## src/rtl/turnsel_pkg.sv

```systemverilog
package turnsel_pkg;

  typedef enum logic [1:0] {
    RS_OK       = 2'd0,
    RS_BAD_CFG  = 2'd1,
    RS_BAD_PTR  = 2'd2,
    RS_LOOPBACK = 2'd3
  } route_status_e;

  function automatic route_status_e classify(input logic cfg_bad,
                                             input logic ptr_bad,
                                             input logic loopback);
    if (cfg_bad)       return RS_BAD_CFG;
    else if (ptr_bad)  return RS_BAD_PTR;
    else if (loopback) return RS_LOOPBACK;
    else               return RS_OK;
  endfunction

endpackage

```

## src/rtl/turn_extract.sv

```systemverilog
module turn_extract #(
  parameter int POOL_W = 32,
  parameter int TURN_W = 3,
  parameter int PTR_W  = 6,
  parameter int TBW    = 2
) (
  input  logic [POOL_W-1:0] pool,
  input  logic [PTR_W-1:0]  ptr,
  input  logic [TBW-1:0]    turn_bits,
  output logic [TURN_W-1:0] field_mask,
  output logic [TURN_W-1:0] turn,
  output logic [PTR_W-1:0]  lo,
  output logic              cfg_bad,
  output logic              ptr_bad
);
  logic [PTR_W-1:0] k_ext;
  assign k_ext = PTR_W'(turn_bits);

  // one mask bit per possible turn bit: set when the region uses it
  for (genvar i = 0; i < TURN_W; i++) begin : g_mask
    assign field_mask[i] = (32'(turn_bits) > 32'(i));
  end

  assign cfg_bad = (turn_bits == '0) || (32'(turn_bits) > 32'(TURN_W));
  assign ptr_bad = (ptr < k_ext) || (32'(ptr) > 32'(POOL_W));
  assign lo      = ptr - k_ext;
  assign turn    = TURN_W'(pool >> lo) & field_mask;
endmodule

```

## src/rtl/turn_port_map.sv

```systemverilog
module turn_port_map #(
  parameter int TURN_W = 3
) (
  input  logic [TURN_W-1:0] in_port,
  input  logic [TURN_W-1:0] turn,
  input  logic [TURN_W-1:0] field_mask,
  output logic [TURN_W-1:0] egress,
  output logic [TURN_W-1:0] rev_turn,
  output logic              loopback
);
  localparam logic [TURN_W-1:0] ONE = TURN_W'(1);

  // relative turn counted from the port after the arrival port
  assign egress   = (in_port + turn + ONE) & field_mask;
  // -t-2 == ~t-1 in two's complement, then reduced to the region width
  assign rev_turn = (~turn - ONE) & field_mask;
  // all-ones turn wraps back onto the arrival port
  assign loopback = (turn == field_mask);
endmodule

```

## src/rtl/turn_pool_rewrite.sv

```systemverilog
module turn_pool_rewrite #(
  parameter int POOL_W = 32,
  parameter int TURN_W = 3,
  parameter int PTR_W  = 6
) (
  input  logic [POOL_W-1:0] pool,
  input  logic [TURN_W-1:0] rev_turn,
  input  logic [TURN_W-1:0] field_mask,
  input  logic [PTR_W-1:0]  lo,
  output logic [POOL_W-1:0] new_pool
);
  logic [POOL_W-1:0] wide_mask;
  logic [POOL_W-1:0] wide_val;

  assign wide_mask = POOL_W'(field_mask) << lo;
  assign wide_val  = POOL_W'(rev_turn) << lo;

  for (genvar b = 0; b < POOL_W; b++) begin : g_bit
    assign new_pool[b] = wide_mask[b] ? wide_val[b] : pool[b];
  end
endmodule

```

## src/rtl/turn_hold_stage.sv

```systemverilog
module turn_hold_stage #(
  parameter int DATA_W = 44
) (
  input  logic              clk,
  input  logic              rst_n,
  input  logic              take,
  input  logic              good,
  input  logic [DATA_W-1:0] d_in,
  input  logic              drain,
  output logic              vld,
  output logic              err,
  output logic [DATA_W-1:0] d_out
);
  always_ff @(posedge clk) begin
    if (!rst_n) begin
      vld   <= 1'b0;
      err   <= 1'b0;
      d_out <= '0;
    end else begin
      err <= take && !good;
      if (take && good) begin
        vld   <= 1'b1;
        d_out <= d_in;
      end else if (drain) begin
        vld <= 1'b0;
      end
    end
  end
endmodule

```

## src/rtl/turn_port_selector.sv

```systemverilog
module turn_port_selector #(
  parameter int POOL_W    = 32,
  parameter int NUM_PORTS = 8,
  localparam int TURN_W   = $clog2(NUM_PORTS),
  localparam int PTR_W    = $clog2(POOL_W + 1),
  localparam int TBW      = $clog2(TURN_W + 1)
) (
  input  logic              clk,
  input  logic              rst_n,
  input  logic [TBW-1:0]    cfg_turn_bits,
  input  logic              in_valid,
  output logic              in_ready,
  input  logic [POOL_W-1:0] in_pool,
  input  logic [PTR_W-1:0]  in_ptr,
  input  logic [TURN_W-1:0] in_port,
  output logic              out_valid,
  input  logic              out_ready,
  output logic [POOL_W-1:0] out_pool,
  output logic [PTR_W-1:0]  out_ptr,
  output logic [TURN_W-1:0] out_port,
  output logic [TURN_W-1:0] out_src_port,
  output logic              route_err
);
  import turnsel_pkg::*;

  localparam int DATA_W = POOL_W + PTR_W + 2 * TURN_W;

  logic [TURN_W-1:0] field_mask, turn, egress, rev_turn;
  logic [PTR_W-1:0]  lo;
  logic              cfg_bad, ptr_bad, loopback, take, good;
  logic [POOL_W-1:0] new_pool;
  logic [DATA_W-1:0] d_in, d_out;
  route_status_e     status;

  turn_extract #(.POOL_W(POOL_W), .TURN_W(TURN_W), .PTR_W(PTR_W), .TBW(TBW)) u_extract (
    .pool(in_pool), .ptr(in_ptr), .turn_bits(cfg_turn_bits),
    .field_mask(field_mask), .turn(turn), .lo(lo),
    .cfg_bad(cfg_bad), .ptr_bad(ptr_bad)
  );

  turn_port_map #(.TURN_W(TURN_W)) u_map (
    .in_port(in_port), .turn(turn), .field_mask(field_mask),
    .egress(egress), .rev_turn(rev_turn), .loopback(loopback)
  );

  turn_pool_rewrite #(.POOL_W(POOL_W), .TURN_W(TURN_W), .PTR_W(PTR_W)) u_rewrite (
    .pool(in_pool), .rev_turn(rev_turn), .field_mask(field_mask),
    .lo(lo), .new_pool(new_pool)
  );

  assign status   = classify(cfg_bad, ptr_bad, loopback);
  assign good     = (status == RS_OK);
  assign in_ready = !out_valid || out_ready;
  assign take     = in_valid && in_ready;
  assign d_in     = {new_pool, lo, egress, in_port};

  turn_hold_stage #(.DATA_W(DATA_W)) u_stage (
    .clk(clk), .rst_n(rst_n), .take(take), .good(good), .d_in(d_in),
    .drain(out_ready), .vld(out_valid), .err(route_err), .d_out(d_out)
  );

  assign {out_pool, out_ptr, out_port, out_src_port} = d_out;
endmodule

```

## config.mk

```make
export PLATFORM = sky130hd
export DESIGN_NAME = turn_port_selector
export DESIGN_NICKNAME = d
export VERILOG_FILES = /design/src/rtl/turnsel_pkg.sv /design/src/rtl/turn_extract.sv /design/src/rtl/turn_port_map.sv /design/src/rtl/turn_pool_rewrite.sv /design/src/rtl/turn_hold_stage.sv /design/src/rtl/turn_port_selector.sv
export SDC_FILE = /design/constraint.sdc
export NUM_CORES = 1
export LEC_CHECK = 0
export CAP_MARGIN = 10
export CORE_ASPECT_RATIO = 0.5
export CORE_UTILIZATION = 47
export DETAILED_ROUTE_END_ITERATION = 6
export HOLD_SLACK_MARGIN = 0.08
export PLACE_DENSITY_LB_ADDON = 0.08
export SYNTH_ARGS = -nofsm -noshare
export SYNTH_HDL_FRONTEND = slang
export SYNTH_HIERARCHICAL = 1
export SYNTH_SLANG_ARGS = --single-unit
```

## constraint.sdc

```tcl
create_clock -name clk -period 4.8 [get_ports clk]
set_input_delay 0.96 -clock clk [delete_from_list [all_inputs] [get_ports clk]]
set_output_delay 0.96 -clock clk [all_outputs]
set_load 0.005 [all_outputs]
```

==> impl_metrics.py <==
metrics = {
    "finish": {
        "nNetsFinal": 644,
        "final-seq-area_um2": 921,
        "multi_input_area_um2": 2950,
        "fill_cells": 675,
        "fin_cells": 703,
        "final_layout_size_suffix_gt1_frac": 0.306,
        "num_antenna_cells": 0,
        "final_common_cell": "clkdlybuf4s50_1",
        "fin_util": 0.685,
        "area_growth_pct": 36.5,
        "layout_common_cells": "clkdlybuf4s50_1, nand2_1, buf_4",
    },
    "worst_setup_path": {
        "cp_cell_sequence": "dlygate4sd2_1 -> inv_2 -> ha_4 -> fa_2 -> xnor2_2 -> buf_4 -> buf_4 -> nor4_1 -> a2111oi_0 -> a221o_1 -> and4_4 -> buf_4 -> xor2_1 -> nor3_1 -> nor3_2 -> and2_4 -> buf_12 -> o21ai_1",
        "cp_data_arrival_time_ps": 4890,
        "rr_startpoint": "u_stage/vld",
        "critPathTopFamily": "simple AND/OR/NAND/NOR gates",
        "cp_slowest_cell": "a2111oi_0",
        "crit_start": "in_ptr[0]",
        "cp_max_fo": 14,
        "critPathMaxStageDelay_ps": 690,
        "cp-start-kind": "primary input",
        "path_buf_inv": 6,
        "cp-end-kind": "register",
        "cp_common_cell": "buf_4",
        "cp_data_required_time_ps": 4970,
        "crit_type": "in -> reg",
    },
    "logic_synthesis": {
        "synth_edf_count": 0,
        "ys_seq_area_frac": 0.221,
        "synth-seq-cells": 46,
        "yosysWarnings": 6,
        "ys_types": 69,
        "syn_inst": 476,
        "syn_nets": 530,
        "syn-cell-area_um2": 4160,
        "synth-async-reset-ratio": 0,
        "syn_area_per_cell_um2": 8.75,
        "synth_top_flop_cell": "dfxtp_1",
    },
    "routing": {
        "vias": 4342,
        "via_per_inst": 6.18,
        "drtIter0Drc": 592,
        "drc": 0,
        "routedWlPerCell_um": 19.7,
        "ant_nets": 0,
        "wirelength_um": 13800,
        "first_pass_iters": 5,
    },
    "timing": {
        "fin_crit_ps": 4720,
        "post-route-period-util": 0.984,
        "maxSlewViolCount": 0,
        "hold_viol": 0,
        "finClkSkew_ps": 3.41,
        "worst_pin_slew_ps": 836,
        "relSlewSlack": 0.443,
        "finalSetupViolCount": 0,
        "fmax_mhz": 212,
    },
    "global_route": {
        "grt_start_max_net_pins": 52,
        "grt_pass1_vias": 3847,
        "antenna_found_initial": 0,
        "grt_usage": 0.300,
        "grt_pass1_wl_um": 21000,
        "overflow": 0,
    },
    "placed_design": {
        "port_buffers": 93,
        "dp.cells": 689,
        "place_congestion": 0.942,
        "hpwlAfterDp_um": 10200,
    },
    "pwr": {
        "ir_drop_uv": 240,
        "powerDensity_nw_per_um2": 245,
        "power_w": 0.00139,
        "p_leak_nw": 2.16,
    },
    "clock_tree": {
        "htreeDepth": 2,
        "cts.sink_count": 46,
        "cts_tree": "yes",
        "cts_buffers": 5,
        "cts_root_buffer": "clkbuf_16",
        "cts_hold_buf": 0,
        "clk_pin_slew_ps": 60,
        "cts.path.max_buffers": 2,
        "worstSkewPairLatency_ps": 280,
    },
    "flow_run": {
        "drv_cap": 0,
    },
    "floorplanning": {
        "die_x_um": 135,
        "die-area_um2": 9260,
        "start_util": 0.502,
        "core_region_area_um2": 8290,
        "rows": 23,
        "die_h_um": 68.5,
        "io_pins": 94,
    },
    "run_status": {
        "status": "finished, final reports clean",
    },
    "worst_hold_path": {
        "min_from": "u_stage/d_out[38]",
        "hp-class": "reg -> reg",
    },
}
## report_power, final
group	switching, W	internal (W)
registers	0.0000132	0.000404
logic	0.000320	0.000315
clock network	0.000136	0.000206
## worst paths after layout
path                            cells past startpoint  slack (ps)                end
worst max-delay path                               18          80  u_stage/d_out[41]
worst min-delay path                                2         460  u_stage/d_out[38]
worst max register to register                      5        3210  u_stage/d_out[41]
worst min register to register                      2         460  u_stage/d_out[38]
## Yosys cell counts (3+ instances only)
master / instances / area, um2
a211oi_1: 3 / 22.5
a2bb2oi_1: 4 / 35.0
and2_1: 5 / 31.3
and4b_1: 3 / 30.0
buf_2: 11 / 55.1
buf_4: 3 / 22.5
buf_6: 9 / 101
clkbuf_1: 17 / 63.8
dfxtp_1: 46 / 921
ha_1: 5 / 62.6
inv_1: 13 / 48.8
mux2_2: 32 / 360
mux2i_1: 21 / 210
mux4_1: 7 / 184
mux4_2: 8 / 180
nand2_1: 64 / 240
nand2b_1: 5 / 31.3
nand3_1: 12 / 60.1
nand4_1: 47 / 294
nor2_1: 20 / 75.1
nor2b_1: 4 / 25.0
nor3_1: 19 / 95.1
nor4_1: 4 / 25.0
o21ai_0: 6 / 30.0
o21ai_1: 5 / 25.0
o21ai_2: 40 / 350
o22ai_1: 5 / 31.3
xor2_1: 3 / 26.3
## flip-flops by register name, indices dropped and copies added (netlist names)
register / count
u_stage/d_out: 44
u_stage/err: 1
u_stage/vld: 1
## per-layer routing
metal / track usage / wire length [um] / up-vias / share of wire
li1: - / - / 2019 / -
met1: 0.457 / 6680 / 2050 / 0.48
met2: 0.435 / 5530 / 250 / 0.40
met3: 0.0475 / 1430 / 23 / 0.10
met4: 0.0730 / 210 / 0 / 0.015
met5: 0 / 0 / - / 0
## tightest hold or removal path, stage by stage, from the launching register on
cell and delay, ps:
dfxtp_1 310, nand2_1 70, o21ai_2 50
## metrics by stage
step	instance area (um2)	hold slack, ps	TNS [ps]	setup WS [ps]
CTS	5640	457	0	9.90
global placement	5420	445	-16140	-421
global route	5680	472	-8.83	-6.43
floorplan	4160	445	0	107
detailed placement	5420	449	-18830	-503
finish	5680	459	0	77.2
## cells by family (layout without fill, tap and decap cells)
family,after synthesis,count (layout),synth area share
compound gates,85,85,0.164
xor+xnor,7,7,0.0198
fa+ha+maj,7,7,0.0246
buf+inv,59,174,0.0815
flops,46,46,0.221
mux,68,68,0.225
simple gates,204,204,0.264
## layout make-up
| type | instances | share of cell area |
|---|---|---|
| Tap cell | 112 | 0.0247 |
| Multi-Input combinational cell | 371 | 0.520 |
| Timing Repair Buffer | 150 | 0.256 |
| Clock buffer | 7 | 0.0251 |
| Sequential cell | 46 | 0.162 |
| Clock inverter | 1 | 0.000881 |
| Inverter | 16 | 0.0119 |
## what timing repair did
| action | 4_1_cts | 5_1_grt |
|---|---|---|
| pin swaps | 9 | 10 |
| buffers inserted | 5 | 1 |
| gates resized for setup | 20 | 14 |
| setup endpoints to repair | 45 | 45 |
(Power assumes the default switching activity.)
